## src/rtl/pci_perr_pkg.sv

```systemverilog
package pci_perr_pkg;

    localparam int AD_W_DEF = 32;
    localparam int BE_W_DEF = 4;
    localparam int ST_W     = 16;
    localparam int ED_W     = 8;

    // status bit positions (software decodes these)
    localparam int ST_DPE  = 15;
    localparam int ST_SSE  = 14;
    localparam int ST_MDPE = 8;

    // error-detect bit positions
    localparam int ED_TPERR = 6;
    localparam int ED_XSERR = 7;

    // snapshot of one bus phase, held for the parity compare clock
    typedef struct packed {
        logic vld;
        logic par_exp;
        logic master;
    } snap_t;

    function automatic logic par_mismatch(input logic par_in, input snap_t s);
        return s.vld & (par_in ^ s.par_exp);
    endfunction

endpackage

```

## src/rtl/perr_par_check.sv

```systemverilog
module perr_par_check
    import pci_perr_pkg::*;
#(
    parameter int AD_W = AD_W_DEF,
    parameter int BE_W = BE_W_DEF
) (
    input  logic            clk,
    input  logic            rst,
    input  logic            addr_phase,
    input  logic            data_phase,
    input  logic [AD_W-1:0] ad,
    input  logic [BE_W-1:0] cbe,
    input  logic            par,
    input  logic            is_master,
    input  logic            is_write,
    output logic            a_err,
    output logic            a_as_tgt,
    output logic            d_err_mrd,
    output logic            d_err_twr,
    output logic            last_mst,
    output logic            last_wr,
    output logic [AD_W-1:0] last_addr
);
    snap_t a_q, d_q;
    logic  d_wr_q;
    logic  exp_now;

    assign exp_now = ^{ad, cbe};

    always_ff @(posedge clk) begin
        if (rst) begin
            a_q       <= '0;
            d_q       <= '0;
            d_wr_q    <= 1'b0;
            last_addr <= '0;
        end else begin
            a_q.vld <= addr_phase;
            d_q.vld <= data_phase;
            if (addr_phase) begin
                a_q.par_exp <= exp_now;
                a_q.master  <= is_master;
                last_addr   <= ad;
            end
            if (data_phase) begin
                d_q.par_exp <= exp_now;
                d_q.master  <= is_master;
                d_wr_q      <= is_write;
            end
        end
    end

    logic d_bad;
    assign d_bad     = par_mismatch(par, d_q);
    assign a_err     = par_mismatch(par, a_q);
    assign a_as_tgt  = ~a_q.master;
    // only the receiving side checks data parity
    assign d_err_mrd = d_bad & d_q.master & ~d_wr_q;
    assign d_err_twr = d_bad & ~d_q.master & d_wr_q;
    assign last_mst  = d_q.master;
    assign last_wr   = d_wr_q;

    assert_phase_excl_R2: assert property (@(posedge clk) disable iff (rst)
        !(addr_phase && data_phase));

    assert_no_tx_check_R12: assert property (@(posedge clk) disable iff (rst)
        (data_phase && (is_master == is_write)) |=> !(d_err_mrd || d_err_twr));

endmodule

```

## src/rtl/perr_report.sv

```systemverilog
module perr_report
    import pci_perr_pkg::*;
(
    input  logic            clk,
    input  logic            rst,
    input  logic            a_err,
    input  logic            a_as_tgt,
    input  logic            d_err_mrd,
    input  logic            d_err_twr,
    input  logic            last_mst,
    input  logic            last_wr,
    input  logic            perr_in_n,
    input  logic            serr_in_n,
    input  logic            cmd_perr_resp,
    input  logic            cmd_serr_en,
    input  logic            mcp_en,
    input  logic            serr_rx_en,
    output logic            perr_n,
    output logic            serr_n,
    output logic            mcp_req,
    output logic            data_drop,
    output logic [ST_W-1:0] sts_set,
    output logic [ED_W-1:0] ed_set,
    output logic            log_req
);
    logic serr_fire, perr_fire, mwr_perr, trd_perr, mdpe, xserr, report;

    always_comb begin
        serr_fire = a_err & a_as_tgt & cmd_serr_en & cmd_perr_resp;
        perr_fire = (d_err_mrd | d_err_twr) & cmd_perr_resp;
        mwr_perr  = ~perr_in_n & last_mst & last_wr;
        trd_perr  = ~perr_in_n & ~last_mst & ~last_wr;
        mdpe      = (d_err_mrd | mwr_perr) & cmd_perr_resp;
        xserr     = ~serr_in_n & serr_rx_en;
        report    = serr_fire | perr_fire | mdpe | trd_perr | xserr;

        sts_set          = '0;
        sts_set[ST_DPE]  = a_err | d_err_mrd | d_err_twr | mwr_perr;
        sts_set[ST_SSE]  = serr_fire;
        sts_set[ST_MDPE] = mdpe;

        ed_set           = '0;
        ed_set[ED_TPERR] = d_err_twr;
        ed_set[ED_XSERR] = xserr;

        log_req = trd_perr;
    end

    always_ff @(posedge clk) begin
        if (rst) begin
            perr_n    <= 1'b1;
            serr_n    <= 1'b1;
            mcp_req   <= 1'b0;
            data_drop <= 1'b0;
        end else begin
            perr_n    <= ~perr_fire;
            serr_n    <= ~serr_fire;
            mcp_req   <= report & mcp_en;
            data_drop <= d_err_twr;
        end
    end

    assert_serr_gate_R3: assert property (@(posedge clk) disable iff (rst)
        !serr_n |-> $past(cmd_serr_en && cmd_perr_resp));

    assert_perr_gate_R4: assert property (@(posedge clk) disable iff (rst)
        !perr_n |-> $past(cmd_perr_resp));

    assert_mcp_gate_R10: assert property (@(posedge clk) disable iff (rst)
        mcp_req |-> $past(mcp_en));

    assert_drop_pairs_R6: assert property (@(posedge clk) disable iff (rst)
        (!perr_n && !$past(d_err_mrd)) |-> data_drop);

endmodule

```

## src/rtl/perr_status_regs.sv

```systemverilog
module perr_status_regs
    import pci_perr_pkg::*;
#(
    parameter int AD_W = AD_W_DEF
) (
    input  logic            clk,
    input  logic            rst,
    input  logic [ST_W-1:0] sts_set,
    input  logic [ED_W-1:0] ed_set,
    input  logic [ST_W-1:0] sts_clr,
    input  logic [ED_W-1:0] ed_clr,
    input  logic            log_req,
    input  logic [AD_W-1:0] last_addr,
    input  logic            err_addr_clr,
    output logic [ST_W-1:0] status,
    output logic [ED_W-1:0] err_det,
    output logic [AD_W-1:0] err_addr,
    output logic            err_addr_vld
);
    always_ff @(posedge clk) begin
        if (rst) begin
            status       <= '0;
            err_det      <= '0;
            err_addr     <= '0;
            err_addr_vld <= 1'b0;
        end else begin
            // a new error beats a clear in the same clock
            status  <= (status & ~sts_clr) | sts_set;
            err_det <= (err_det & ~ed_clr) | ed_set;
            if (err_addr_clr) begin
                err_addr_vld <= 1'b0;
            end else if (log_req && !err_addr_vld) begin
                err_addr_vld <= 1'b1;
                err_addr     <= last_addr;
            end
        end
    end

    assert_sticky_R11: assert property (@(posedge clk) disable iff (rst)
        (status[ST_DPE] && !sts_clr[ST_DPE]) |=> status[ST_DPE]);

    assert_set_wins_R11: assert property (@(posedge clk) disable iff (rst)
        sts_set[ST_DPE] |=> status[ST_DPE]);

    assert_addr_hold_R8: assert property (@(posedge clk) disable iff (rst)
        (err_addr_vld && !err_addr_clr) |=> (err_addr_vld && $stable(err_addr)));

    assert_addr_release_R8: assert property (@(posedge clk) disable iff (rst)
        err_addr_clr |=> !err_addr_vld);

endmodule

```

## src/rtl/pci_perr_unit.sv

```systemverilog
module pci_perr_unit
    import pci_perr_pkg::*;
#(
    parameter int AD_W = AD_W_DEF,
    parameter int BE_W = BE_W_DEF
) (
    input  logic            clk,
    input  logic            rst,
    input  logic            addr_phase,
    input  logic            data_phase,
    input  logic [AD_W-1:0] ad,
    input  logic [BE_W-1:0] cbe,
    input  logic            par,
    input  logic            is_master,
    input  logic            is_write,
    input  logic            perr_in_n,
    input  logic            serr_in_n,
    input  logic            cmd_perr_resp,
    input  logic            cmd_serr_en,
    input  logic            mcp_en,
    input  logic            serr_rx_en,
    input  logic [ST_W-1:0] sts_clr,
    input  logic [ED_W-1:0] ed_clr,
    input  logic            err_addr_clr,
    output logic            perr_n,
    output logic            serr_n,
    output logic            mcp_req,
    output logic            data_drop,
    output logic [ST_W-1:0] status,
    output logic [ED_W-1:0] err_det,
    output logic [AD_W-1:0] err_addr,
    output logic            err_addr_vld
);
    logic            a_err, a_as_tgt, d_err_mrd, d_err_twr, last_mst, last_wr, log_req;
    logic [AD_W-1:0] last_addr;
    logic [ST_W-1:0] sts_set;
    logic [ED_W-1:0] ed_set;

    perr_par_check #(.AD_W(AD_W), .BE_W(BE_W)) u_check (
        .clk(clk), .rst(rst),
        .addr_phase(addr_phase), .data_phase(data_phase),
        .ad(ad), .cbe(cbe), .par(par),
        .is_master(is_master), .is_write(is_write),
        .a_err(a_err), .a_as_tgt(a_as_tgt),
        .d_err_mrd(d_err_mrd), .d_err_twr(d_err_twr),
        .last_mst(last_mst), .last_wr(last_wr), .last_addr(last_addr)
    );

    perr_report u_report (
        .clk(clk), .rst(rst),
        .a_err(a_err), .a_as_tgt(a_as_tgt),
        .d_err_mrd(d_err_mrd), .d_err_twr(d_err_twr),
        .last_mst(last_mst), .last_wr(last_wr),
        .perr_in_n(perr_in_n), .serr_in_n(serr_in_n),
        .cmd_perr_resp(cmd_perr_resp), .cmd_serr_en(cmd_serr_en),
        .mcp_en(mcp_en), .serr_rx_en(serr_rx_en),
        .perr_n(perr_n), .serr_n(serr_n), .mcp_req(mcp_req), .data_drop(data_drop),
        .sts_set(sts_set), .ed_set(ed_set), .log_req(log_req)
    );

    perr_status_regs #(.AD_W(AD_W)) u_regs (
        .clk(clk), .rst(rst),
        .sts_set(sts_set), .ed_set(ed_set),
        .sts_clr(sts_clr), .ed_clr(ed_clr),
        .log_req(log_req), .last_addr(last_addr), .err_addr_clr(err_addr_clr),
        .status(status), .err_det(err_det),
        .err_addr(err_addr), .err_addr_vld(err_addr_vld)
    );

endmodule

```

## config.mk

```make
export PLATFORM = sky130hd
export DESIGN_NAME = pci_perr_unit
export DESIGN_NICKNAME = d
export VERILOG_FILES = /design/src/rtl/pci_perr_pkg.sv /design/src/rtl/perr_par_check.sv /design/src/rtl/perr_report.sv /design/src/rtl/perr_status_regs.sv /design/src/rtl/pci_perr_unit.sv
export SDC_FILE = /design/constraint.sdc
export NUM_CORES = 1
export LEC_CHECK = 0
export ABC_AREA = 1
export BUFFER_PORTS_ARGS = -buffer_cell sky130_fd_sc_hd__buf_2
export CAP_MARGIN = 20
export CORE_UTILIZATION = 30
export DETAILED_ROUTE_END_ITERATION = 16
export PLACE_DENSITY = 0.49
export SYNTH_ARGS = -nofsm -noshare
export SYNTH_HDL_FRONTEND = slang
export SYNTH_HIERARCHICAL = 1
export SYNTH_SLANG_ARGS = --single-unit
```

## constraint.sdc

```tcl
create_clock -name clk -period 1.4 [get_ports clk]
set_input_delay 0.28 -clock clk [delete_from_list [all_inputs] [get_ports clk]]
set_output_delay 0.28 -clock clk [all_outputs]
set_load 0.005 [all_outputs]
```

==> results of run 1 <==
[layout make-up]
cell class / instances / area, um^2 / share of cell area (%)
sequential: 100 / 2000 / 32.6
clock inverter: 6 / 71.3 / 1.16
clock buffer: 10 / 229 / 3.73
inverter: 103 / 387 / 6.30
timing repair buffer: 178 / 1090 / 17.8
tap: 211 / 264 / 4.30
multi-input combinational: 484 / 2090 / 34.1
[placed cells by master, fill, tap and decap left out, types with 7 or more instances in the layout]
cell and instances:
sky130_fd_sc_hd__nand2_1 254, sky130_fd_sc_hd__conb_1 19, sky130_fd_sc_hd__clkbuf_16 11, sky130_fd_sc_hd__nor2_1 110, sky130_fd_sc_hd__xnor2_1 10, sky130_fd_sc_hd__a21oi_1 49, sky130_fd_sc_hd__dfxtp_1 99, sky130_fd_sc_hd__buf_4 35
sky130_fd_sc_hd__inv_2 7, sky130_fd_sc_hd__a211oi_1 14, sky130_fd_sc_hd__buf_2 134, sky130_fd_sc_hd__inv_1 96
[layer usage]
layer,vias to the layer above,GRT usage (%),wire length [um]
met5,-,0,0
met4,0,6.85,201
met3,13,2.75,473
met2,91,22.9,5130
met1,1833,17.6,5770
li1,2411,-,-
[synthesized netlist by cell type, drive strengths merged]
library cell,count,share of area [%]
o21ai,2,0.21
clkbuf,11,1.5
dfxtp,100,42
nand2,259,21
a211oi,14,2.2
or2,1,0.13
nor2,111,8.8
nor3,3,0.32
xnor2,11,2.2
inv,103,8.1
buf,35,6.0
nand3b,1,0.16
xor2,5,0.92
conb,1,0.079
a21oi,49,5.2
nand3,9,1.6
[sequential cells by signal, indices dropped and copies added, names as in the netlist]
signal,flops
u_report/data_drop,1
u_report/perr_n,1
u_regs/err_det,8
u_check/d_q,2
u_check/last_wr,1
u_report/serr_n,1
u_regs/err_addr_vld,1
u_report/mcp_req,1
u_check/last_addr,32
u_regs/err_addr,32
u_check/a_q,3
u_check/last_mst,1
u_regs/status,16
[cell families after synthesis]
family                 count (synthesis)  synth area share [%]
AO/OA/AOI/OAI                         65                  7.57
XOR/XNOR                              16                  3.10
buffers and inverters                149                  15.6
flip-flops                           100                  42.1
other                                  1                0.0788
AND/OR/NAND/NOR                      384                  31.6
[metrics by stage]
| step | instance area [um^2] | power, mW | util (%) |
|---|---|---|---|
| 5_1_grt | 6140 | 7.30 | 40.1 |
| 6_report | 6140 | 6.89 | 40.1 |
| 3_5_place_dp | 5720 | 4.36 | 37.4 |
| 3_3_place_gp | 5720 | 4.36 | 37.4 |
| 2_1_floorplan | 4830 | 3.94 | - |
| 4_1_cts | 6030 | 6.97 | 39.3 |
[report_power, final]
group | total [mW] | leakage (nW) | internal [mW] | switching [mW]
registers | 3.11 | 0.826 | 3.03 | 0.0813
clock network | 2.56 | 0.140 | 1.40 | 1.15
logic | 1.23 | 2.50 | 0.545 | 0.682
total | 6.89 | 3.47 | 4.97 | 1.92
[what timing repair did]
action / in CTS / in global routing
buffers inserted: 0 / 4
resized for setup: 1 / 5
setup endpoints to repair: 1 / 29
cloned: 0 / 3
pin swaps: 0 / 2
[final timing paths]
path	start	to	slack, ns	depth (start not counted)
min	err_addr_clr	u_regs/err_addr_vld$_SDFFE_PP0P_	0.09	2
max reg2reg	u_check/last_mst$_SDFFE_PP0P_	u_regs/err_addr[20]$_SDFFE_PP0P_	0.10	8
max	u_check/last_mst$_SDFFE_PP0P_	u_regs/err_addr[20]$_SDFFE_PP0P_	0.10	8
min reg2reg	u_check/last_addr[15]$_SDFFE_PP0P_	u_check/last_addr[15]$_SDFFE_PP0P_	0.46	2
==> load_flow_metrics.sql, run 1 <==
INSERT INTO impl_metrics (metric_group, metric, value, unit) VALUES
('clock_tree', 'clock_latency_reported_for_the_late_side_of_the_worst_skew_pair', '0.35', 'ns'),
('worst_setup_path', 'highest_cell_delay_on_the_worst_timing_path', '0.35', 'ns'),
('placed_design', 'place_inst', '1069', ''),
('worst_setup_path', 'critical_path_launch_point_type', 'register', ''),
('global_route', 'grt_use_total', '14.0', '%'),
('outcome', 'result_of_the_run', 'finished, final reports clean', ''),
('worst_setup_path', 'required', '1.65', 'ns'),
('clock_tree', 'clock-root-buffer', 'sky130_fd_sc_hd__clkbuf_16', ''),
('placed_design', 'setup_slack_at_placement', '-0.156', 'ns'),
('sta', 'finalHoldViolCount', '0', ''),
('clock_tree', 'holdBufCountCts', '0', ''),
('global_route', 'grt_antenna_before_repair', '0', ''),
('finish', 'n_antenna_cell', '0', ''),
('detailed_routing', 'vias_per_cell', '3.98', ''),
('sta', 'finalSetupViolations', '0', ''),
('synthesis', 'ys_seq_elements', '100', ''),
('sta', 'period_share', '92.5', '%'),
('detailed_routing', 'drt_pass1_iterations', '4', ''),
('power', 'leakagePower', '3.47', 'nW'),
('worst_setup_path', 'crit_family', 'buffers and inverters', ''),
('detailed_routing', 'vias', '4348', ''),
('global_route', 'grt_overflow_total', '0', ''),
('die', 'design.die.area', '16400', 'um^2'),
('die', 'initial_core_utilization', '31.1', '%'),
('die', 'placement_rows', '45', ''),
('power', 'powerDensity', '1120', 'nW/um^2'),
('detailed_routing', 'routed_wl', '11600', 'um'),
('clock_tree', 'max-clock-path-buffers', '2', ''),
('clock_tree', 'h_tree_depth', '3', ''),
('clock_tree', 'clkTransAtPathRegs', '0.07', 'ns'),
('synthesis', 'yosys_warn_count', '6', ''),
('worst_setup_path', 'critical_path.endpoint_type', 'register', ''),
('detailed_routing', 'routedWlPerCell', '10.6', 'um'),
('clock_tree', 'cts_sinks', '100', ''),
('finish', 'area_growth', '29.0', '%'),
('synthesis', 'synthesis.instances', '715', ''),
('die', 'dieHeight', '128', 'um'),
('sta', 'final.setup.tns', '0', 'ns'),
('sta', 'final.setup_skew', '0.0112', 'ns'),
('global_route', 'wire_length_of_the_first_global_routing_pass', '17900', 'um'),
('worst_setup_path', 'critPathKind', 'register to register', ''),
('placed_design', 'gp_congestion', '0.787', ''),
('sta', 'finalCriticalPeriod', '1.30', 'ns'),
('flow_run', 'drv_cap', '0', ''),
('clock_tree', 'cts-buffers-inserted', '9', ''),
('placed_design', 'port_buffers', '134', ''),
('global_route', 'grt_max_degree', '38', ''),
('worst_setup_path', 'cp_data_arrival_time', '1.55', 'ns'),
('die', 'core_region_area', '15300', 'um^2'),
('worst_setup_path', 'crit_path_cell_chain', 'nor2_1 -> nand2_1 -> inv_2 -> nand3_4 -> clkbuf_4 -> clkbuf_16 -> nor2_1 -> nor2_1', ''),
('worst_setup_path', 'critPathMostFrequentCell', 'sky130_fd_sc_hd__nor2_1', ''),
('synthesis', 'area_of_the_mapped_netlist', '4760', 'um^2'),
('worst_setup_path', 'timing.critical_path.slowest_stage_cell', 'sky130_fd_sc_hd__dfxtp_2', ''),
('sta', 'worst_slack_setup_final', '0.104', 'ns'),
('detailed_routing', 'initial_drt_markers', '154', ''),
('worst_setup_path', 'path_buf_inv', '3', ''),
('synthesis', 'netlist-cell-type-count', '25', ''),
('die', 'floorplan.io_pins', '135', ''),
('finish', 'layoutNonFillerInstCount', '1092', ''),
('placed_design', 'dp.final_hpwl', '8330', 'um'),
('detailed_routing', 'drc', '0', ''),
('synthesis', 'synth-seq-area-share', '42.1', '%'),
('worst_setup_path', 'path_max_fanout', '9', ''),
('synthesis', 'average_instance_area_after_synthesis', '6.65', 'um^2'),
('min_path', 'min_path_type', 'input pin to register', ''),
('finish', 'final_layout_size_suffix_gt1_share', '24.2', '%'),
('sta', 'timing.hold.ws', '0.0949', 'ns'),
('detailed_routing', 'final_antenna_violating_net_count', '0', ''),
('power', 'max-vdd-ir-drop', '0.545', 'mV'),
('finish', 'nets', '950', ''),
('sta', 'slew_violations', '0', ''),
('finish', 'fill_cell_count', '1679', ''),
('die', 'die_x_extent', '128', 'um'),
('clock_tree', 'tritoncts', 'built', ''),
('global_route', 'first_global_vias', '3852', ''),
('sta', 'clock.fmax', '772', 'MHz');
(Power assumes the default switching activity.)
==> run 2: changes to the inputs <==
--- a/config.mk
+++ b/config.mk
@@ -12,4 +12,5 @@
 export DETAILED_ROUTE_END_ITERATION = 16
 export PLACE_DENSITY = 0.49
+export RECOVER_POWER = 50
 export SYNTH_ARGS = -nofsm -noshare
 export SYNTH_HDL_FRONTEND = slang
==> constraint.sdc (replaced) <==
create_clock -name clk -period 1.4 [get_ports clk]
set_input_delay 0.28 -clock clk [delete_from_list [all_inputs] [get_ports clk]]
set_output_delay 0.28 -clock clk [all_outputs]
set_load 0.01 [all_outputs]
==> load_flow_metrics.sql, run 2 (synthesis gave the netlist of run 1 again) <==
INSERT INTO impl_metrics (metric_group, metric, value, unit) VALUES
('global_route', 'grt_max_degree', '38', ''),
('sta', 'slew_headroom', '46.0', '%'),
('detailed_routing', 'routedWlPerCell', '10.6', 'um'),
('power', 'power.sequential.fraction', '44.9', '%'),
('worst_setup_path', 'path_buf_inv', '3', ''),
('worst_setup_path', 'cp_data_arrival_time', '1.55', 'ns'),
('flow_run', 'drv_cap', '0', ''),
('placed_design', 'gp_congestion', '0.787', ''),
('power', 'leakagePower', '3.37', 'nW'),
('sta', 'finalSetupViolations', '0', ''),
('power', 'power.switching_fraction', '28.4', '%'),
('finish', 'reg.largest.list', 'u_check/last_addr x32, u_regs/err_addr x32, u_regs/status x16', ''),
('detailed_routing', 'final_antenna_violating_net_count', '0', ''),
('clock_tree', 'clkTransAtPathRegs', '0.07', 'ns'),
('power', 'post_route_total_power', '6.93', 'mW'),
('placed_design', 'port_buffers', '134', ''),
('placed_design', 'setup_slack_at_placement', '-0.156', 'ns'),
('die', 'design.die.area', '16400', 'um^2'),
('global_route', 'grt_overflow_total', '0', ''),
('detailed_routing', 'vias_per_cell', '3.98', ''),
('power', 'p_switching', '1.97', 'mW'),
('finish', 'final_cell_mix', '254 x sky130_fd_sc_hd__nand2_1, 111 x sky130_fd_sc_hd__buf_2, 110 x sky130_fd_sc_hd__nor2_1', ''),
('clock_tree', 'tritoncts', 'built', ''),
('clock_tree', 'clock_latency_reported_for_the_late_side_of_the_worst_skew_pair', '0.36', 'ns'),
('placed_design', 'dp.final_hpwl', '8330', 'um'),
('detailed_routing', 'vias', '4346', ''),
('global_route', 'wire_length_of_the_first_global_routing_pass', '17900', 'um'),
('power', 'max-vdd-ir-drop', '0.547', 'mV'),
('detailed_routing', 'drt_pass1_iterations', '4', ''),
('worst_setup_path', 'highest_cell_delay_on_the_worst_timing_path', '0.35', 'ns'),
('sta', 'worst_slew_pin_slew', '0.810', 'ns'),
('sta', 'slew_violations', '0', ''),
('worst_setup_path', 'path_max_fanout', '9', ''),
('power', 'clkPwrFrac', '37.0', '%'),
('sta', 'final.setup_skew', '0.0120', 'ns'),
('finish', 'layout.cells.most_common', 'sky130_fd_sc_hd__nand2_1', ''),
('worst_setup_path', 'critPathKind', 'register to register', ''),
('min_path', 'min_path_type', 'input pin to register', ''),
('worst_setup_path', 'critPathMostFrequentCell', 'sky130_fd_sc_hd__nor2_1', ''),
('sta', 'clock.fmax', '771', 'MHz'),
('die', 'core_region_area', '15300', 'um^2'),
('die', 'dieHeight', '128', 'um'),
('power', 'power_frac_comb', '18.1', '%'),
('sta', 'finalCriticalPeriod', '1.30', 'ns'),
('global_route', 'grt_use_total', '14.0', '%'),
('finish', 'area_growth', '28.1', '%'),
('worst_setup_path', 'timing.critical_path.slowest_stage_cell', 'sky130_fd_sc_hd__dfxtp_2', ''),
('clock_tree', 'cts_sinks', '100', ''),
('detailed_routing', 'initial_drt_markers', '166', ''),
('global_route', 'first_global_vias', '3852', ''),
('die', 'placement_rows', '45', ''),
('sta', 'finalHoldViolCount', '0', ''),
('detailed_routing', 'drc', '0', ''),
('finish', 'fill_cell_count', '1690', ''),
('worst_setup_path', 'crit_path_cell_chain', 'nor2_1 -> nand2_1 -> inv_2 -> nand3_4 -> clkbuf_4 -> clkbuf_16 -> nor2_1 -> nor2_1', ''),
('die', 'initial_core_utilization', '31.1', '%'),
('worst_setup_path', 'crit_family', 'buffers and inverters', ''),
('outcome', 'result_of_the_run', 'finished, final reports clean', ''),
('finish', 'final_layout_size_suffix_gt1_share', '21.1', '%'),
('clock_tree', 'h_tree_depth', '3', ''),
('die', 'die_x_extent', '128', 'um'),
('finish', 'nets', '950', ''),
('detailed_routing', 'routed_wl', '11600', 'um'),
('clock_tree', 'max-clock-path-buffers', '2', ''),
('worst_setup_path', 'critical_path_launch_point_type', 'register', ''),
('clock_tree', 'clock-root-buffer', 'sky130_fd_sc_hd__clkbuf_16', ''),
('finish', 'n_antenna_cell', '0', ''),
('sta', 'worst_slack_setup_final', '0.104', 'ns'),
('worst_setup_path', 'critical_path.endpoint_type', 'register', ''),
('clock_tree', 'cts-buffers-inserted', '9', ''),
('sta', 'timing.hold.ws', '0.0941', 'ns'),
('power', 'powerDensity', '1140', 'nW/um^2'),
('die', 'floorplan.io_pins', '135', ''),
('sta', 'period_share', '92.6', '%'),
('power', 'internal_dissipation', '4.96', 'mW'),
('worst_setup_path', 'required', '1.65', 'ns'),
('global_route', 'grt_antenna_before_repair', '0', '');
run 2: cell types whose count changed in the layout (fill, tap and decap cells not counted):
cell and delta:
sky130_fd_sc_hd__clkbuf_1 +27, sky130_fd_sc_hd__buf_2 -23, sky130_fd_sc_hd__buf_4 -4
run 2: cell type report:
cell class              instances  area [um^2]  area share, %
clock buffers                  10          229           3.76
clock inverters                 6         71.3           1.17
inverters                     103          387           6.34
multi-input cells             484         2090           34.3
flip-flops and latches        100         2000           32.9
well taps                     211          264           4.33
repair buffers                178         1050           17.2
run 2: per-stage QoR:
step | setup TNS (ns) | std cells | cell area [um^2] | util (%)
after CTS | 0 | 1085 | 6030 | 39.3
after global placement | -0.387 | 1069 | 5720 | 37.4
after global routing | -0.0891 | 1092 | 6100 | 39.8
after detailed placement | -0.414 | 1069 | 5720 | 37.4
after floorplan | 0 | 733 | 4830 | -
final | 0 | 1092 | 6100 | 39.8
run 2: layer usage:
| metal | global-route usage, % | vias to the layer above | share of wire [%] |
|---|---|---|---|
| met1 | 17.6 | 1840 | 50 |
| met4 | 6.85 | 0 | 1.7 |
| li1 | - | 2408 | - |
| met3 | 2.75 | 13 | 3.9 |
| met2 | 22.9 | 85 | 44 |
| met5 | 0 | - | 0 |
run 2: power by group through the flow:
stage | logic, mW | clock network (mW) | registers (mW)
CTS | 1.24 | 2.67 | 3.11
floorplan | 0.761 | 0 | 3.22
global placement | 1.23 | 0 | 3.17
detailed placement | 1.23 | 0 | 3.18
finish | 1.26 | 2.56 | 3.11
global route | 1.44 | 2.76 | 3.13
run 2: final timing paths:
check / depth (start not counted) / slack [ns] / from / to
min reg2reg: 2 / 0.46 / u_check/last_addr[28]$_SDFFE_PP0P_ / u_check/last_addr[28]$_SDFFE_PP0P_
min: 2 / 0.09 / err_addr_clr / u_regs/err_addr_vld$_SDFFE_PP0P_
max: 8 / 0.10 / u_check/last_mst$_SDFFE_PP0P_ / u_regs/err_addr[20]$_SDFFE_PP0P_
max reg2reg: 8 / 0.10 / u_check/last_mst$_SDFFE_PP0P_ / u_regs/err_addr[20]$_SDFFE_PP0P_
run 2: repair_timing:
action	in CTS	in global routing
resized for setup	1	5
hold buffers	0	0
gates cloned	0	3
setup buffers	0	4
setup endpoints to repair	1	29
pin swaps	0	2
